<file path="config.mk">
export PLATFORM = sky130hd
export DESIGN_NAME = cfg_key_port
export DESIGN_NICKNAME = d
export VERILOG_FILES = /design/src/rtl/cfg_key_pkg.sv /design/src/rtl/cfg_key_match.sv /design/src/rtl/cfg_key_regs.sv /design/src/rtl/cfg_key_port.sv
export SDC_FILE = /design/constraint.sdc
export NUM_CORES = 1
export LEC_CHECK = 0
export ABC_CLOCK_PERIOD_IN_PS = 5550
export BUFFER_PORTS_ARGS = -buffer_cell sky130_fd_sc_hd__buf_2
export CORE_ASPECT_RATIO = 1.75
export CORE_UTILIZATION = 30
export CTS_BUF_LIST = sky130_fd_sc_hd__clkbuf_4
export DETAILED_ROUTE_END_ITERATION = 16
export SETUP_SLACK_MARGIN = 0.5
export SYNTH_ARGS = -nofsm -noshare
export SYNTH_HDL_FRONTEND = slang
export SYNTH_HIERARCHICAL = 1
export SYNTH_SLANG_ARGS = --single-unit
</file>
<file path="constraint.sdc">
create_clock -name clk -period 5.55 [get_ports clk]
set_input_delay 0.2775 -clock clk [delete_from_list [all_inputs] [get_ports clk]]
set_output_delay 0.2775 -clock clk [all_outputs]
set_load 0.005 [all_outputs]
</file>
<file path="src/rtl/cfg_key_pkg.sv">
package cfg_key_pkg;

  typedef enum logic [1:0] {
    K_IDLE = 2'd0,
    K_GOT1 = 2'd1,
    K_GOT2 = 2'd2,
    K_GOT3 = 2'd3
  } key_state_t;

  localparam logic [7:0] KEY_B0      = 8'h87;
  localparam logic [7:0] KEY_B1      = 8'h01;
  localparam logic [7:0] KEY_B2      = 8'h55;
  localparam logic [7:0] KEY_B3_PRI  = 8'h55;
  localparam logic [7:0] KEY_B3_ALT  = 8'hAA;

  localparam logic [7:0] REG_EXIT    = 8'h02;
  localparam logic [7:0] EXIT_CODE   = 8'h02;
  localparam logic [7:0] REG_LDN     = 8'h07;
  localparam logic [7:0] REG_ID_HI   = 8'h20;
  localparam logic [7:0] REG_ID_LO   = 8'h21;
  localparam logic [7:0] REG_REV     = 8'h22;
  localparam logic [7:0] REG_GCTL    = 8'h24;
  localparam logic [7:0] REG_BASE_HI = 8'h64;
  localparam logic [7:0] REG_BASE_LO = 8'h65;
  localparam logic [7:0] REG_CSEL    = 8'hEF;
  localparam logic [7:0] LDN_FLASH   = 8'h07;

  function automatic logic [7:0] key_expect(key_state_t st, logic alt);
    case (st)
      K_IDLE:  key_expect = KEY_B0;
      K_GOT1:  key_expect = KEY_B1;
      K_GOT2:  key_expect = KEY_B2;
      default: key_expect = alt ? KEY_B3_ALT : KEY_B3_PRI;
    endcase
  endfunction

endpackage

</file>
<file path="src/rtl/cfg_key_match.sv">
module cfg_key_match
  import cfg_key_pkg::*;
(
  input  logic       clk,
  input  logic       rst_n,
  input  logic       alt_i,
  input  logic       idx_wr_i,
  input  logic [7:0] wdata_i,
  input  logic       exit_i,
  output logic       unlocked_o
);

  key_state_t kst_q, kst_d;
  logic       unl_q, unl_d;
  logic       hit;

  always_comb begin
    kst_d = kst_q;
    unl_d = unl_q;
    hit   = 1'b0;
    if (unl_q) begin
      kst_d = K_IDLE;
      if (exit_i) unl_d = 1'b0;
    end else if (idx_wr_i) begin
      if (wdata_i == key_expect(kst_q, alt_i)) begin
        case (kst_q)
          K_IDLE:  kst_d = K_GOT1;
          K_GOT1:  kst_d = K_GOT2;
          K_GOT2:  kst_d = K_GOT3;
          default: begin
            kst_d = K_IDLE;
            hit   = 1'b1;
          end
        endcase
      end else begin
        kst_d = K_IDLE;
      end
      if (hit) unl_d = 1'b1;
    end
  end

  always_ff @(posedge clk or negedge rst_n) begin
    if (!rst_n) begin
      kst_q <= K_IDLE;
      unl_q <= 1'b0;
    end else begin
      kst_q <= kst_d;
      unl_q <= unl_d;
    end
  end

  assign unlocked_o = unl_q;


  unlock_key_chk: assert property (@(posedge clk) disable iff (!rst_n)
    $rose(unl_q) |-> ($past(idx_wr_i) &&
      $past(wdata_i) == ($past(alt_i) ? KEY_B3_ALT : KEY_B3_PRI)));


  exit_relock_chk: assert property (@(posedge clk) disable iff (!rst_n)
    (unl_q && exit_i) |=> !unl_q);


  matcher_idle_chk: assert property (@(posedge clk) disable iff (!rst_n)
    $past(unl_q) |-> (kst_q == K_IDLE));

endmodule

</file>
<file path="src/rtl/cfg_key_regs.sv">
module cfg_key_regs
  import cfg_key_pkg::*;
#(
  parameter logic [15:0] CHIP_ID    = 16'hC3A7,
  parameter logic [7:0]  CHIP_REV   = 8'h11,
  parameter int          ALIGN_BITS = 3,
  parameter int          GCTL_BITS  = 6
) (
  input  logic        clk,
  input  logic        rst_n,
  input  logic        unlocked_i,
  input  logic        idx_wr_i,
  input  logic        data_wr_i,
  input  logic [7:0]  wdata_i,
  output logic [7:0]  rdata_o,
  output logic        exit_o,
  output logic [GCTL_BITS-1:0] gctl_o,
  output logic        csel_o,
  output logic [15:0] base_o
);

  localparam int LO_KEEP = 8 - ALIGN_BITS;

  logic [7:0]           idx_q, idx_d;
  logic [7:0]           ldn_q, ldn_d;
  logic [GCTL_BITS-1:0] gctl_q, gctl_d;
  logic [7:0]           bhi_q, bhi_d;
  logic [LO_KEEP-1:0]   blo_q, blo_d;
  logic                 csel_q, csel_d;
  logic                 wr_ok;
  logic                 dev_flash;

  assign wr_ok     = unlocked_i & data_wr_i;
  assign dev_flash = (ldn_q == LDN_FLASH);

  always_comb begin
    idx_d  = idx_q;
    ldn_d  = ldn_q;
    gctl_d = gctl_q;
    bhi_d  = bhi_q;
    blo_d  = blo_q;
    csel_d = csel_q;
    if (unlocked_i && idx_wr_i) idx_d = wdata_i;
    if (wr_ok) begin
      case (idx_q)
        REG_LDN:  ldn_d  = wdata_i;
        REG_GCTL: gctl_d = wdata_i[GCTL_BITS-1:0];
        REG_BASE_HI: if (dev_flash) bhi_d = wdata_i;
        REG_BASE_LO: if (dev_flash) blo_d = wdata_i[7:ALIGN_BITS];
        REG_CSEL:    if (dev_flash) csel_d = wdata_i[0];
        default: ;
      endcase
    end
  end

  always_ff @(posedge clk or negedge rst_n) begin
    if (!rst_n) begin
      idx_q  <= '0;
      ldn_q  <= '0;
      gctl_q <= '0;
      bhi_q  <= '0;
      blo_q  <= '0;
      csel_q <= 1'b0;
    end else begin
      idx_q  <= idx_d;
      ldn_q  <= ldn_d;
      gctl_q <= gctl_d;
      bhi_q  <= bhi_d;
      blo_q  <= blo_d;
      csel_q <= csel_d;
    end
  end

  always_comb begin
    rdata_o = 8'h00;
    case (idx_q)
      REG_LDN:     rdata_o = ldn_q;
      REG_ID_HI:   rdata_o = CHIP_ID[15:8];
      REG_ID_LO:   rdata_o = CHIP_ID[7:0];
      REG_REV:     rdata_o = CHIP_REV;
      REG_GCTL:    rdata_o = {{(8-GCTL_BITS){1'b0}}, gctl_q};
      REG_BASE_HI: if (dev_flash) rdata_o = bhi_q;
      REG_BASE_LO: if (dev_flash) rdata_o = {blo_q, {ALIGN_BITS{1'b0}}};
      REG_CSEL:    if (dev_flash) rdata_o = {7'd0, csel_q};
      default: ;
    endcase
  end

  assign exit_o = wr_ok && (idx_q == REG_EXIT) && (wdata_i == EXIT_CODE);
  assign gctl_o = gctl_q;
  assign csel_o = csel_q;
  assign base_o = {bhi_q, blo_q, {ALIGN_BITS{1'b0}}};


  locked_frozen_chk: assert property (@(posedge clk) disable iff (!rst_n)
    !unlocked_i |=> ($stable(gctl_q) && $stable(ldn_q) && $stable(bhi_q) &&
                     $stable(blo_q) && $stable(csel_q)));


  other_dev_chk: assert property (@(posedge clk) disable iff (!rst_n)
    (unlocked_i && data_wr_i && !dev_flash) |=> ($stable(base_o) && $stable(csel_q)));

endmodule

</file>
<file path="src/rtl/cfg_key_port.sv">
module cfg_key_port
  import cfg_key_pkg::*;
#(
  parameter logic [15:0] CHIP_ID    = 16'hC3A7,
  parameter logic [7:0]  CHIP_REV   = 8'h11,
  parameter int          ALIGN_BITS = 3,
  parameter int          SEG_CNT    = 3
) (
  input  logic               clk,
  input  logic               rst_n,
  input  logic               alt_strap,
  input  logic               idx_wr,
  input  logic               data_wr,
  input  logic [7:0]         wdata,
  output logic [7:0]         rdata,
  output logic               unlocked,
  output logic               suspend,
  output logic [SEG_CNT-1:0] seg_en,
  output logic               xlate_active,
  output logic               flash_wr_en,
  output logic               pin_sel,
  output logic               flash_sel,
  output logic [15:0]        base_port
);

  localparam int GCTL_BITS = SEG_CNT + 3;

  logic [1:0]           rst_sync_q;
  logic                 rst_li;
  logic                 exit_req;
  logic [7:0]           reg_rdata;
  logic [GCTL_BITS-1:0] gctl;

  always_ff @(posedge clk or negedge rst_n) begin
    if (!rst_n) rst_sync_q <= 2'b00;
    else        rst_sync_q <= {rst_sync_q[0], 1'b1};
  end
  assign rst_li = rst_sync_q[1];

  cfg_key_match u_match (
    .clk        (clk),
    .rst_n      (rst_li),
    .alt_i      (alt_strap),
    .idx_wr_i   (idx_wr),
    .wdata_i    (wdata),
    .exit_i     (exit_req),
    .unlocked_o (unlocked)
  );

  cfg_key_regs #(
    .CHIP_ID    (CHIP_ID),
    .CHIP_REV   (CHIP_REV),
    .ALIGN_BITS (ALIGN_BITS),
    .GCTL_BITS  (GCTL_BITS)
  ) u_regs (
    .clk        (clk),
    .rst_n      (rst_li),
    .unlocked_i (unlocked),
    .idx_wr_i   (idx_wr),
    .data_wr_i  (data_wr),
    .wdata_i    (wdata),
    .rdata_o    (reg_rdata),
    .exit_o     (exit_req),
    .gctl_o     (gctl),
    .csel_o     (flash_sel),
    .base_o     (base_port)
  );

  assign rdata        = unlocked ? reg_rdata : 8'hFF;
  assign suspend      = gctl[0];
  assign seg_en       = gctl[SEG_CNT:1];
  assign xlate_active = |gctl[SEG_CNT:1];
  assign flash_wr_en  = gctl[SEG_CNT+1];
  assign pin_sel      = gctl[SEG_CNT+2];

endmodule

</file>
=== After elaboration in Yosys (flattened, before gate mapping) ===
Index checks and enable logic that the tools add are counted.

* Register bits: 41
* Input bits: 13
* Output and inout bits: 33
* Logic and storage cells: 57

* Equal/unequal tests: 14
* Mux-type cells: 21
* Bitwise gates (word level): 1
* Reduce and logical (&&, ||, !) cells: 12

{| class="wikitable"
|+ Operators by type and width
! kind !! count
|-
| 8-bit one-hot mux with 8 select lines || 1
|-
| 8-bit two-way mux || 6
|-
| 8-bit by 6-bit equality test with 1-bit output (second input constant) || 4
|-
| 8-bit one-hot mux with 3 select lines || 1
|-
| 8-bit by 2-bit equality test with 1-bit output (second input constant) || 2
|-
| 8-bit by 3-bit equality test with 1-bit output (second input constant) || 2
|-
| 8-bit by 7-bit equality test with 1-bit output (second input constant) || 2
|-
| 1-bit two-way mux || 9
|-
| 3-bit AND reduction || 3
|-
| 8-bit equality test || 1
|-
| 8-bit equality test (second input constant) || 1
|-
| 2-bit two-way mux || 3
|-
| 2-bit one-hot mux with 3 select lines || 1
|-
| 3-bit OR reduction || 2
|-
| 2-bit AND reduction || 2
|-
| 1-bit logical AND || 3
|-
| 2-bit by 1-bit equality test with 1-bit output (second input constant) || 1
|-
| 2-bit equality test (second input constant) || 1
|-
| 2-bit zero test || 1
|-
| 2-bit nonzero test || 1
|-
| 1-bit AND || 1
|}

=== Longest topological paths before layout ===
* Depth in word-level cells: 11
* Gate-level depth with buffers: 6
* Depth with buffers taken out: 6

=== Modules after synthesis ===
Netlist, hierarchy kept.

{| class="wikitable"
|+ By module, submodules not included
! module !! times used !! cells each !! area an instance (um^2) !! seq. area each (um^2)
|-
| cfg_key_regs || 1 || 142 || 1829.3 || 900.9
|-
| cfg_key_match || 1 || 40 || 334.1 || 75.1
|-
| cfg_key_port || 1 || 12 || 110.1 || 50.0
|}

=== Worst setup path before layout ===
No wires, ideal clock.

* Path kind: reg2reg
* Start: register u_regs.ldn_q[6]
* End: register u_regs.bhi_q[0]
* Library setup time: 125 ps
* Arrival: 2043 ps
* Required time: 5425 ps
* Path slack: 3382 ps
* Cell stages (with the launch flop): 6
* Buffers on the path: 1
* Period minus slack after synthesis: 2168 ps
* Cells stage by stage: dfrtp_1 > or4b_4 > nor4_4 > and3_1 > buf_6 > mux2_4

* Word-level cells in the longest chain between the ends: 2

{| class="wikitable"
|+ RTL lines
! item !! RTL line !! text
|-
| start: declaration || cfg_key_regs.sv:25 || <nowiki>logic [7:0] ldn_q, ldn_d;</nowiki>
|-
| start signal: assignment || cfg_key_regs.sv:66 || <nowiki>ldn_q <= ldn_d;</nowiki>
|-
| 8-bit by 3-bit equality test with 1-bit output || cfg_key_regs.sv:34 || <nowiki>assign dev_flash = (ldn_q == LDN_FLASH);</nowiki>
|-
| 3-bit AND reduction (no source line) || n/a ||
|-
| end signal: assignment || cfg_key_regs.sv:68 || <nowiki>bhi_q <= bhi_d;</nowiki>
|-
| end: declaration || cfg_key_regs.sv:27 || <nowiki>logic [7:0] bhi_q, bhi_d;</nowiki>
|}

No other way between the ends.
A chain may end at the register's enable or synchronous reset.

=== Final worst setup path ===
* Start: register u_regs.ldn_q[6]
* End: output port rdata[5]

* Word-level cells in the longest chain between the ends: 4
* Elaborated cells between the ends (all ways): 5
* Those cells by class: eq/ne: 1; mux: 4

{| class="wikitable"
|+ RTL lines
! item !! RTL line !! text
|-
| 8-bit by 3-bit equality test with 1-bit output * || cfg_key_regs.sv:34 ||
|-
| 8-bit two-way mux (on tied branches) || cfg_key_regs.sv:83, cfg_key_regs.sv:82 ||
|-
| 8-bit one-hot mux with 8 select lines * || cfg_key_regs.sv:76 || <nowiki>case (idx_q)</nowiki>
|-
| via reg_rdata[5] || cfg_key_port.sv:31 || <nowiki>logic [7:0] reg_rdata;</nowiki>
|-
| 8-bit two-way mux * || cfg_key_port.sv:69 || <nowiki>assign rdata = unlocked ? reg_rdata : 8'hFF;</nowiki>
|-
| end: declaration || cfg_key_port.sv:15 || <nowiki>output logic [7:0] rdata,</nowiki>
|}

Mark *: on every way through the listed nets, which the timed path passes. The rest lies on a longest branch.

==> metrics.txt <==
CTS tree=done; die height=117 um; Final Hold Viols=0; asr flop ratio synth=100%; Int Pwr=486 uW; first-pass GRT wire length=9.33 mm; vias in the first global route=1695; Final ANT Viol Nets=0; H-tree depth=2; CP Max Fanout=9; die area=7940 um2; vias per inst=5.32; post-route cell area=2660 um2; nets=256; CTS Buffer Depth=2; register area share after synthesis=45.1%; Post-Synthesis Cell Area=2270 um2; max-cap violations=0; syn_area_per_cell=11.7 um2; Post-synth EDFFs=0; layout cell share with drive strength beyond 1=40.4%; Leak=0.00134 uW; Initial Util=31.2%; combinational power share=10.0%; Clk pwr share=38.8%; Avg WL per Cell=18.3 um; # setup viols final=0; # rows=41; post-route minimum period=2730 ps; dpl cell area=2550 um2; clock skew=14.6 ps; P_sw=160 uW; CTS buffer count=5; sequential power share=51.3%; clk root buf=clkbuf_4; DRC=0; DPL Wire Length=4.42 mm; Core Box Area=7280 um2; Crit. End Element=primary output; RD Place Congestion=0.882; worst vdd ir=277 uV; Die Wd=67.8 um; Yosys cell types=45; clock tree sinks=41; TNS Setup=0 ps; Least-Margin Pin Slew=667 ps; yosys warns=6; Net Sw Frac=24.7%; IO Port Bufs=42; GRT overflow=0; IO Pins=46; pin count of the biggest net entering global routing=40; critical path arrival=2450 ps; FF+latch area=1030 um2; pwr dens=243 nW/um2; Clk pin slew, worst setup/hold paths=140 ps; cts repair resizes=0; Yosys reg bits=41; number of diodes=0; top_reg_cell synth=dfrtp_1; Synth Instances=194; outcome=finished, final reports clean; DR pass1 iterations=4; GRT Total Usage=16.3%; final worst path period share=49.2%; Data required, critical path=5270 ps; Area Overhead vs Synth=17.2%; Slew headroom=55.5%; path category of the worst min-delay check=primary input to async pin; area of the multi-input gates=1170 um2; initial antenna violation count=0; crit start category=register; FILL cells=747; final count of pins violating max slew=0; CP Class=register to primary output; RSZ-0062 raised after global routing=false; final wirelength=5.95 mm; clk_lat worst skew=380 ps; Max Clock Freq=366 MHz; drt first-iter violations=61; vias post-DR=1733
-- what timing repair did --
| item | 4_1_cts | 5_1_grt |
|---|---|---|
| hold buffers | 1 | 0 |
| endpoints found under the hold margin | 2 | 0 |
| buffers inserted | 0 | 0 |
-- cell type report --
type	instances	area share [%]
clock buffer	5	1.41
multi-input combinational	139	43.8
timing repair buffer	44	8.55
inverter	8	1.13
tap	86	4.04
clock inverter	3	2.58
sequential	41	38.5
-- routing by layer --
metal	vias to the layer above	GRT usage, %	routed length, um
met4	0	9.44	214
met3	12	3.10	267
met5	-	0	0
met1	872	19.2	2360
li1	797	-	-
met2	52	26.9	3120
-- synthesized netlist by cell type, types with 3 or more instances --
cell type	number	area share, %
nand2_1	18	3.0
mux2_4	8	5.3
mux2_2	28	14
inv_1	8	1.3
a22oi_1	6	2.0
nand2b_1	9	2.5
dfrtp_1	41	45
nor4_1	3	0.83
buf_4	3	0.99
o31ai_1	3	0.99
ha_1	4	2.2
nor2_1	5	0.83
and3_1	3	0.83
nand3_1	8	1.8
nor4b_1	3	1.2
-- kinds of logic after synthesis --
| kind of cell | count (synthesis) | share of synthesized area, % |
|---|---|---|
| and+or+nand+nor | 70 | 20.1 |
| muxes | 38 | 20.0 |
| buffers and inverters | 16 | 3.91 |
| other | 2 | 0.330 |
| AOI/OAI and AO/OA | 23 | 8.31 |
| DFF | 41 | 45.1 |
| adders and majority gates | 4 | 2.20 |
-- sequential cells by signal, summed over array words and instances, names as in the netlist --
name,flops
u_match/kst_q,2
u_regs/idx_q,8
u_regs/blo_q,5
rst_sync_q,2
u_regs/csel_o,1
u_match/unlocked_o,1
u_regs/gctl_o,6
u_regs/ldn_q,8
u_regs/bhi_q,8
-- layout by cell type, fill, tap and decap left out, types with 3 or more instances in the layout --
cell type	count
mux2_2	28
inv_1	8
ha_1	4
mux2_4	8
conb_1	4
nand2_1	18
o31ai_1	3
nor4_1	3
dfrtp_1	41
buf_2	42
a22oi_1	6
nor2_1	5
clkbuf_4	5
nor4b_1	3
nand2b_1	9
and3_1	3
nand3_1	8
-- critical path, stage by stage, from the launching register on --
cell	delay (ps)
dfrtp_1	420
or4b_4	590
nor4_4	550
a22oi_1	180
nand3_1	100
nand2b_1	110
buf_2	130
-- metrics by stage --
stage          hold slack [ps]  worst slack, ps  util, %  cells  total power (uW)
2_1_floorplan            -18.1             3380        -    196               372
3_3_place_gp              62.3             3100     35.0    317               399
3_5_place_dp              64.6             3030     35.0    317               401
4_1_cts                    166             2790     36.6    326               656
5_1_grt                    181             2670     36.6    326               676
6_report                   192             2820     36.6    326               646
-- final timing paths --
check                                startpoint               end  slack (ps)  cells past startpoint
worst max-delay path            u_regs/ldn_q[6]          rdata[5]        2820                      6
worst min-delay path                      rst_n     rst_sync_q[1]         190                      2
worst max register to register  u_regs/ldn_q[6]   u_regs/bhi_q[6]        2970                      4
worst min register to register    rst_sync_q[1]   u_regs/blo_q[3]         300                      1
max in group asynchronous         rst_sync_q[1]   u_regs/idx_q[6]        4880                      1
min in group clk                         idx_wr  u_match/kst_q[0]         210                      4
-- power groups by stage --
stage,logic [uW],registers (uW),clock network (uW)
CTS,65.1,331,260
global placement,63.1,336,0
global route,70.4,334,271
detailed placement,64.4,337,0
floorplan,37.1,335,0
finish,64.4,331,250
No activity file was read; power rests on OpenSTA's default activity.
